### src/rtl/ptm_pkg.sv
package ptm_pkg;
  typedef struct packed {
    logic entry;    // combined write/column-before-row
    logic cbr;      // column-before-row, write high
    logic ras_only; // row cycle ended with no column strobe
    logic rd_start; // column strobe fell in a read
  } ptm_ev_t;
endpackage

### src/rtl/ptm_strobe_decode.sv
module ptm_strobe_decode
  import ptm_pkg::*;
(
  input  logic    clk,
  input  logic    rst_n,
  input  logic    ras_n,
  input  logic    cas_n,
  input  logic    we_n,
  output ptm_ev_t ev
);
  logic ras_q, cas_q, cbr_cyc, cas_seen;
  logic cbr_cyc_nx, cas_seen_nx;
  logic ras_fall, ras_rise, cas_fall;

  always_comb begin
    ras_fall    = ras_q & ~ras_n;
    ras_rise    = ~ras_q & ras_n;
    cas_fall    = ~ras_q & ~ras_n & cas_q & ~cas_n & ~cbr_cyc;
    ev.entry    = ras_fall & ~cas_n & ~we_n;
    ev.cbr      = ras_fall & ~cas_n & we_n;
    ev.ras_only = ras_rise & ~cbr_cyc & ~cas_seen;
    ev.rd_start = cas_fall & we_n;
    cbr_cyc_nx  = cbr_cyc;
    cas_seen_nx = cas_seen;
    if (ras_fall) begin
      cbr_cyc_nx  = ~cas_n;
      cas_seen_nx = 1'b0;
    end else if (ras_rise) begin
      cbr_cyc_nx  = 1'b0;
      cas_seen_nx = 1'b0;
    end else if (cas_fall) begin
      cas_seen_nx = 1'b1;
    end
  end

  always_ff @(posedge clk or negedge rst_n) begin
    if (!rst_n) begin
      ras_q    <= 1'b1;
      cas_q    <= 1'b1;
      cbr_cyc  <= 1'b0;
      cas_seen <= 1'b0;
    end else begin
      ras_q    <= ras_n;
      cas_q    <= cas_n;
      cbr_cyc  <= cbr_cyc_nx;
      cas_seen <= cas_seen_nx;
    end
  end

  a_r2_events_exclusive: assert property (@(posedge clk) disable iff (!rst_n)
    $onehot0({ev.entry, ev.cbr, ev.ras_only, ev.rd_start}));
endmodule

### src/rtl/ptm_mode_fsm.sv
module ptm_mode_fsm
  import ptm_pkg::*;
#(
  parameter int INIT_CYCLES = 8
) (
  input  logic    clk,
  input  logic    rst_n,
  input  ptm_ev_t ev,
  output logic    test_mode
);
  localparam int CNT_W = $clog2(INIT_CYCLES + 1);

  logic [CNT_W-1:0] init_cnt, init_cnt_nx;
  logic             init_done, tm_nx, cnt_en;

  always_comb begin
    init_done   = (init_cnt == CNT_W'(INIT_CYCLES));
    cnt_en      = ~init_done & (ev.cbr | ev.ras_only);
    init_cnt_nx = cnt_en ? init_cnt + 1'b1 : init_cnt;
    tm_nx       = test_mode;
    if (ev.entry && init_done)           tm_nx = 1'b1;
    else if (ev.cbr || ev.ras_only)      tm_nx = 1'b0;
  end

  always_ff @(posedge clk or negedge rst_n) begin
    if (!rst_n) begin
      init_cnt  <= '0;
      test_mode <= 1'b0;
    end else begin
      init_cnt  <= init_cnt_nx;
      test_mode <= tm_nx;
    end
  end

  a_r2_no_entry_early: assert property (@(posedge clk) disable iff (!rst_n)
    (!init_done && !test_mode) |=> !test_mode);
  a_r3_entry: assert property (@(posedge clk) disable iff (!rst_n)
    (ev.entry && init_done) |=> test_mode);
  a_r4_hold: assert property (@(posedge clk) disable iff (!rst_n)
    (test_mode && !ev.cbr && !ev.ras_only) |=> test_mode);
  a_r5_r6_exit: assert property (@(posedge clk) disable iff (!rst_n)
    (ev.cbr || ev.ras_only) |=> !test_mode);
endmodule

### src/rtl/ptm_read_path.sv
module ptm_read_path
  import ptm_pkg::*;
#(
  parameter int BASE_LAT = 2,
  parameter int DLY_W    = 3
) (
  input  logic             clk,
  input  logic             rst_n,
  input  ptm_ev_t          ev,
  input  logic             ras_n,
  input  logic             cas_n,
  input  logic             test_mode,
  input  logic [1:0]       arr_bits,
  input  logic             col_sel,
  input  logic [DLY_W-1:0] extra_dly,
  output logic             dout,
  output logic             dout_valid
);
  localparam int LAT_W = $clog2(BASE_LAT + (1 << DLY_W)) + 1;

  logic [LAT_W-1:0] cnt, cnt_nx, lat;
  logic pend, pend_nx, rd_tm, rd_tm_nx, val_nx, dout_nx, dout_en, end_cyc;

  always_comb begin
    end_cyc  = ras_n | cas_n;
    lat      = LAT_W'(BASE_LAT) + (test_mode ? LAT_W'(extra_dly) : '0);
    pend_nx  = pend;
    cnt_nx   = cnt;
    rd_tm_nx = rd_tm;
    val_nx   = dout_valid;
    dout_en  = 1'b0;
    dout_nx  = rd_tm ? ~(arr_bits[0] ^ arr_bits[1]) : arr_bits[col_sel];
    if (end_cyc) begin
      pend_nx = 1'b0;
      val_nx  = 1'b0;
    end else if (ev.rd_start) begin
      pend_nx  = 1'b1;
      cnt_nx   = lat - 1'b1;
      rd_tm_nx = test_mode;
    end else if (pend) begin
      if (cnt == '0) begin
        val_nx  = 1'b1;
        dout_en = 1'b1;
        pend_nx = 1'b0;
      end else begin
        cnt_nx = cnt - 1'b1;
      end
    end
  end

  always_ff @(posedge clk or negedge rst_n) begin
    if (!rst_n) begin
      pend       <= 1'b0;
      cnt        <= '0;
      rd_tm      <= 1'b0;
      dout_valid <= 1'b0;
      dout       <= 1'b0;
    end else begin
      pend       <= pend_nx;
      cnt        <= cnt_nx;
      rd_tm      <= rd_tm_nx;
      dout_valid <= val_nx;
      if (dout_en) dout <= dout_nx;
    end
  end

  a_r10_drop: assert property (@(posedge clk) disable iff (!rst_n)
    (ras_n || cas_n) |=> !dout_valid);
  a_r9_not_early: assert property (@(posedge clk) disable iff (!rst_n)
    ev.rd_start |=> !dout_valid);
  a_r7_compare: assert property (@(posedge clk) disable iff (!rst_n)
    (!dout_valid && !end_cyc && test_mode && pend && cnt == '0) |=>
      (dout == ($past(arr_bits[0]) == $past(arr_bits[1]))));
endmodule

### src/rtl/dram_ptm_ctrl.sv
module dram_ptm_ctrl
  import ptm_pkg::*;
#(
  parameter int INIT_CYCLES = 8,
  parameter int BASE_LAT    = 2,
  parameter int DLY_W       = 3
) (
  input  logic             clk,
  input  logic             rst_n,
  input  logic             ras_n,
  input  logic             cas_n,
  input  logic             we_n,
  input  logic [1:0]       arr_bits,
  input  logic             col_sel,
  input  logic [DLY_W-1:0] extra_dly,
  output logic             test_mode,
  output logic             dout,
  output logic             dout_valid
);
  ptm_ev_t ev;

  ptm_strobe_decode u_dec (
    .clk(clk), .rst_n(rst_n), .ras_n(ras_n), .cas_n(cas_n), .we_n(we_n), .ev(ev)
  );

  ptm_mode_fsm #(.INIT_CYCLES(INIT_CYCLES)) u_mode (
    .clk(clk), .rst_n(rst_n), .ev(ev), .test_mode(test_mode)
  );

  ptm_read_path #(.BASE_LAT(BASE_LAT), .DLY_W(DLY_W)) u_rd (
    .clk(clk), .rst_n(rst_n), .ev(ev), .ras_n(ras_n), .cas_n(cas_n),
    .test_mode(test_mode), .arr_bits(arr_bits), .col_sel(col_sel),
    .extra_dly(extra_dly), .dout(dout), .dout_valid(dout_valid)
  );

  a_r1_reset_quiet: assert property (@(posedge clk) disable iff (!rst_n)
    $rose(rst_n) |-> (!test_mode && !dout_valid));
endmodule

### config.mk
export PLATFORM = sky130hd
export DESIGN_NAME = dram_ptm_ctrl
export DESIGN_NICKNAME = d
export VERILOG_FILES = /design/src/rtl/ptm_pkg.sv /design/src/rtl/ptm_strobe_decode.sv /design/src/rtl/ptm_mode_fsm.sv /design/src/rtl/ptm_read_path.sv /design/src/rtl/dram_ptm_ctrl.sv
export SDC_FILE = /design/constraint.sdc
export NUM_CORES = 1
export LEC_CHECK = 0
export ABC_AREA = 1
export CORE_MARGIN = 3
export CORE_UTILIZATION = 45
export CTS_BUF_LIST = sky130_fd_sc_hd__clkbuf_8
export CTS_CLUSTER_SIZE = 16
export DETAILED_ROUTE_END_ITERATION = 8
export GPL_TIMING_DRIVEN = 0
export PLACE_DENSITY_LB_ADDON = 0.15
export SLEW_MARGIN = 10
export SYNTH_ARGS = -nofsm -noshare
export SYNTH_HDL_FRONTEND = slang
export SYNTH_SLANG_ARGS = --single-unit
export TNS_END_PERCENT = 30
### constraint.sdc
create_clock -name clk -period 1.7 [get_ports clk]
set_input_delay 0.17 -clock clk [delete_from_list [all_inputs] [get_ports clk]]
set_output_delay 0.17 -clock clk [all_outputs]
set_load 0.005 [all_outputs]
* Yosys cells after proc, flatten, opt, wreduce, memory -nomap -nowiden *
Cells that the tools add are included.

cells by class
  add/sub/neg operators = 4
  order comparisons = 1
  eq/ne operators = 3
  multiplexer cells = 26
  bitwise operators = 25
  reductions and logical operators = 12

operator list
  cell                                                 number
  two-way mux 1 bit                                    22
  two-way mux 5 bit                                    3
  bitwise AND 1 bit                                    13
  nonzero test 2 bit                                   5
  subtractor 5 x 1 -> 5 bit (second input constant)    2
  inverter 1 bit                                       9
  AND reduction 3 bit                                  2
  adder 2 x 5 -> 5 bit (first input constant)          1
  logical NOT 5 bit                                    1
  adder 4 x 1 -> 4 bit (second input constant)         1
  == test 4 bit (second input constant)                1
  two-way mux 3 bit                                    1
  nonzero test 3 bit                                   1
  < comparator 1 x 2 -> 1 bit (second input constant)  1
  != test 2 x 1 -> 1 bit (second input constant)       1
  != test 2 bit (second input constant)                1
  OR 1 bit                                             2
  AND reduction 2 bit                                  1
  logical AND 1 bit                                    1
  logical OR 1 bit                                     1
  XOR 1 bit                                            1

storage, ports and cells
  flip-flop bits (word level) = 18
  word-level logic and storage cells = 82

* Depth between registers and ports, before layout *
  depth after elaboration = 8
  gate-level depth with buffers = 10

* By module *
A second synthesis with hierarchy kept.

unflattened totals
  cell total of the unflattened synthesis = 138
  area, all modules = 1087.3 um2

by module, submodules not included
  module             times used  cells each  area each (um2)
  ptm_read_path      1           77          578.1
  ptm_mode_fsm       1           36          295.3
  ptm_strobe_decode  1           25          214.0

* Worst setup path before layout *
OpenSTA, ideal clock, no wires.

  kind = register to register
  from = register u_dec.ras_q
  to = register u_rd.cnt[3]
  setup time = 0.117 ns
  arrival time = 1.195 ns
  required time = 1.583 ns
  setup slack = 0.388 ns
  cell stages (with the launch flop) = 9
  buffers on the path = 0
  period minus slack after synthesis = 1.312 ns
  cell sequence = dfstp_2 > inv_1 > ha_1 > nand2_1 > inv_1 > nand3_2 > nand3_1 > nand3_2 > nand2_1

on the way
  longest elaborated chain between the ends = 8
  elaborated cells between the ends (all ways) = 10
  those cells by class = eq/ne (1); mux (1); bitwise (6); reduce/logical (2)

RTL lines
  element                                                               line                     text
  from (decl)                                                           ptm_strobe_decode.sv:11  logic ras_q, cas_q, cbr_cyc, cas_seen;
  from (signal assigned)                                                ptm_strobe_decode.sv:43  ras_q <= ras_n;
  inverter 1 bit (*)                                                    ptm_strobe_decode.sv:18  cas_fall = ~ras_q & ~ras_n & cas_q & ~cas_n & ~cbr_cyc;
  bitwise AND 1 bit (*) (4 in a row)                                    ptm_strobe_decode.sv:18
  bitwise AND 1 bit (*)                                                 ptm_strobe_decode.sv:22  ev.rd_start = cas_fall & we_n;
  != test 2 bit (no line) / nonzero test 2 bit (equally long branches)  --
  AND reduction 3 bit (no line)                                         --
  to (signal assigned)                                                  ptm_read_path.sv:60      cnt <= cnt_nx;
  to (decl)                                                             ptm_read_path.sv:21      logic [LAT_W-1:0] cnt, cnt_nx, lat;

Every way passes the cells marked *; elsewhere a longest branch is shown, timed or not.
A chain may end at the register's enable or synchronous reset.

* Final worst setup path *
  from = register u_dec.ras_q
  to = register u_rd.dout

on the way
  longest elaborated chain between the ends = 8

RTL lines
  element                         line                     text
  inverter 1 bit                  ptm_strobe_decode.sv:18
  bitwise AND 1 bit (4 in a row)  ptm_strobe_decode.sv:18
  bitwise AND 1 bit               ptm_strobe_decode.sv:22
  two-way mux 1 bit               ptm_read_path.sv:36      end else if (ev.rd_start) begin
  two-way mux 1 bit               ptm_read_path.sv:33      if (end_cyc) begin
  to (signal assigned)            ptm_read_path.sv:63      if (dout_en) dout <= dout_nx;
  to (decl)                       ptm_read_path.sv:16      output logic dout,

No other way between the ends.

==> flow_metrics.env <==
export IMPL_die_h_um=55.30
export IMPL_viasPerCell=4.838
export IMPL_num_vias=866
export IMPL_critPathBufInv=2
export IMPL_cpMostUsedCell="nand2_1"
export IMPL_grtUsageMet2_pct=22.30
export IMPL_syn_to_final_growth_pct=20.37
export IMPL_grt_usage_pct=14.99
export IMPL_avgSynthCellArea_um2=8.161
export IMPL_dp_cells=175
export IMPL_grt_busiest_layer="met2"
export IMPL_cts_root_buf="clkbuf_8"
export IMPL_clockBufferDepth=2
export IMPL_hold_start="ras_n"
export IMPL_timing_hold_violations_final=0
export IMPL_routedWlPerCell_um=11.17
export IMPL_stdcell_count=179
export IMPL_rsz0062_at_grt="no"
export IMPL_drc_errors=0
export IMPL_whs_path_depth=1
export IMPL_die_w_um=55.30
export IMPL_routabilityCongestion=0.8029
export IMPL_cp_cell_sequence="inv_1 -> ha_1 -> nand2_1 -> inv_1 -> nand3_2 -> nand3b_1 -> nand2_1 -> nand2_1"
export IMPL_rows=17
export IMPL_synth_top_cell_area_share_pct=36.61
export IMPL_post_dp_hpwl_mm=1.538
export IMPL_drt_pass1_iterations=4
export IMPL_port_buffer_count=13
export IMPL_final_layout_size_suffix_gt1_share_pct=13.25
export IMPL_clock_sinks=18
export IMPL_rrSetupSlack_ns=0.27
export IMPL_p_leak_nw=0.6641
export IMPL_r2r_start="u_dec.ras_q$_DFF_PN1_"
export IMPL_path_delay_family="flip-flops"
export IMPL_ant_nets=0
export IMPL_max_vdd_ir_drop_v=0.0006921
export IMPL_worstSetupPathType="reg -> reg"
export IMPL_critical_path_arrival_ns=1.58
export IMPL_power_density_nw_per_um2=991.8
export IMPL_syn_nets=152
export IMPL_cts_setup_buffers=0
export IMPL_yosysUniqueCellTypes=22
export IMPL_grt_pass1_vias=844
export IMPL_drt_wl_total_mm=2.000
export IMPL_cts_tree="done"
export IMPL_critPathMaxStageDelay_ns=0.53
export IMPL_pwr_share_seq_pct=45.5
export IMPL_htreeDepth=1
export IMPL_ff2ff_path_depth=8
export IMPL_worstHoldEndpoint="u_dec.ras_q$_DFF_PN1_"
export IMPL_p_switching_uw=416.7
export IMPL_overflow=0
export IMPL_holdWs_ns=0.1601
export IMPL_clkPwrFrac_pct=26.1
export IMPL_synth_area_leaders="dfrtp_1 37%, nand2_1 13%, ha_1 8.0%"
export IMPL_hold_buffers=0
export IMPL_p_int_uw=888.8
export IMPL_n_antenna_cell=0
export IMPL_worst_pin_slew_ns=0.8189
export IMPL_fin_worst_skew_ns=0.0009558
export IMPL_cp_start_kind="flip-flop"
export IMPL_grt_start_max_net_pins=19
export IMPL_synthCells=134
export IMPL_first_iter_violations=17
export IMPL_end_kind="flip-flop"
export IMPL_worst_path_max_fanout=8
export IMPL_setup_violations=0
export IMPL_num_io_pins=14
export IMPL_antenna_found_initial=0
export IMPL_p_sw_share_pct=31.92
export IMPL_status="complete, no violations"
export IMPL_p_comb_share_pct=28.4
export IMPL_grt_pass1_wl_mm=3.677
export IMPL_syn_area_um2=1094
export IMPL_synth_seq_cells=18
export IMPL_fin_nets=170
export IMPL_globalRouteMet3Util_pct=4.439
export IMPL_fmax_mhz=697.2
export IMPL_yosysSeqAreaShare_pct=41.42
export IMPL_clock_latency_ns=0.25
export IMPL_relSlewSlack_pct=45.23
export IMPL_min_period_over_period_pct=84.38
export IMPL_cts_buffers=3
export IMPL_clk_pin_slew_ns=0.07
export IMPL_yosysWarningCount=0
export IMPL_worstPathRequired_ns=1.84
export IMPL_grtUsageMet1_pct=20.21
export IMPL_fin_crit_ns=1.434
export IMPL_slew_violations=0
export IMPL_worstReg2RegEnd="u_rd.dout$_DFFE_PN0P_"
export IMPL_cp_slowest_cell="dfstp_2"
export IMPL_core_area_um2=2255
export IMPL_maxCapViolCount=0
export IMPL_start_util_pct=48.50
export IMPL_synth_top_area_cell="dfrtp_1"
export IMPL_fp_dieArea_um2=3058
export IMPL_hp_class="in -> reg"
[stage by stage]
stage          setup WS [ns]  utilization (%)  instance area, um2  power, mW  setup TNS [ns]
2_1_floorplan         0.3882                -                1094     0.8643               0
3_3_place_gp         -0.1040            55.83                1259     0.9549         -0.4628
3_5_place_dp         -0.1242            55.83                1259     0.9721         -0.7072
4_1_cts               0.1271            58.27                1314      1.321               0
5_1_grt               0.1716            58.38                1316      1.420               0
6_report              0.2656            58.38                1316      1.306               0
[timing repair]
item	4_1_cts	5_1_grt
setup endpoints to repair	0	1
endpoints found under the hold margin	0	0
resized for setup	0	1
[registers in the layout (all words and copies together) (netlist names)]
name	flops
u_rd.rd_tm	1
u_rd.dout	1
u_dec.cas_seen	1
u_dec.cbr_cyc	1
u_rd.pend	1
u_rd.dout_valid	1
u_dec.cas_q	1
u_mode.init_cnt	4
u_dec.ras_q	1
u_mode.test_mode	1
u_rd.cnt	5
[worst max path at each step]
stage                          start                       to  depth (start not counted)
2_1_floorplan  u_dec.ras_q$_DFF_PN1_  u_rd.cnt[3]$_DFFE_PN0P_                          8
3_3_place_gp                   ras_n    u_rd.dout$_DFFE_PN0P_                          9
3_5_place_dp                   ras_n    u_rd.dout$_DFFE_PN0P_                          9
4_1_cts                        ras_n    u_rd.dout$_DFFE_PN0P_                          9
5_1_grt        u_dec.ras_q$_DFF_PN1_  u_rd.cnt[4]$_DFFE_PN0P_                          7
6_report       u_dec.ras_q$_DFF_PN1_    u_rd.dout$_DFFE_PN0P_                          8
[logic make-up (layout without fill, tap and decap cells)]
kind of cell | after synthesis | count (layout) | synth area share (%)
flip-flops | 18 | 18 | 41.42
adder cells (fa/ha/maj) | 7 | 7 | 8.009
AO/OA/AOI/OAI | 10 | 10 | 4.920
XOR/XNOR | 5 | 5 | 4.005
buffers and inverters | 21 | 38 | 7.208
AND/OR/NAND/NOR | 73 | 73 | 34.44
[power groups by stage]
stage	combinational [mW]	clock, mW	sequential, mW
final	0.371	0.341	0.594
after global routing	0.431	0.380	0.609
after CTS	0.375	0.353	0.592
after detailed placement	0.373	0	0.599
after global placement	0.360	0	0.595
after floorplan	0.283	0	0.581
[Yosys cell counts, drive strengths merged]
cell,n
nand3b,2
nand3,16
a21oi,2
dfrtp,16
xor2,2
nor3b,1
dfstp,2
ha,7
nor2,10
xnor2,3
o21ai,8
nand2,41
inv,21
nand4,3
[area by class of cell]
class | instances | area (um2)
Timing Repair Buffer | 13 | 132.6
Inverter | 21 | 78.83
Fill cell | 221 | 938.4
Sequential cell | 18 | 452.9
Clock buffer | 4 | 55.05
Multi-Input combinational cell | 95 | 561.8
Tap cell | 28 | 35.03
[per-layer routing]
metal | routed length (um) | vias up
li1 | - | 456
met1 | 1040 | 388
met2 | 840 | 18
met3 | 92 | 4
met4 | 27 | 0
met5 | 0 | -
[cell usage in the layout, fill, tap and decap left out]
| cell | instances |
|---|---|
| nand2_1 | 38 |
| inv_1 | 18 |
| dfrtp_1 | 16 |
| nand3_1 | 13 |
| clkdlybuf4s50_1 | 12 |
| nor2_1 | 8 |
| ha_1 | 7 |
| o21ai_1 | 4 |
| clkbuf_8 | 4 |
| inv_2 | 3 |
| xnor2_1 | 3 |
| nand3_2 | 3 |
| o21ai_0 | 3 |
| nor2_2 | 2 |
| nand2_4 | 2 |
| nand4_1 | 2 |
| xor2_1 | 2 |
| a21oi_1 | 2 |
| nand3b_1 | 2 |
| dfstp_2 | 2 |
| nand4_4 | 1 |
| nor3b_4 | 1 |
| o21ai_2 | 1 |
| nand2_2 | 1 |
| dlymetal6s2s_1 | 1 |
Note: power is estimated with default switching activity, not from simulation.
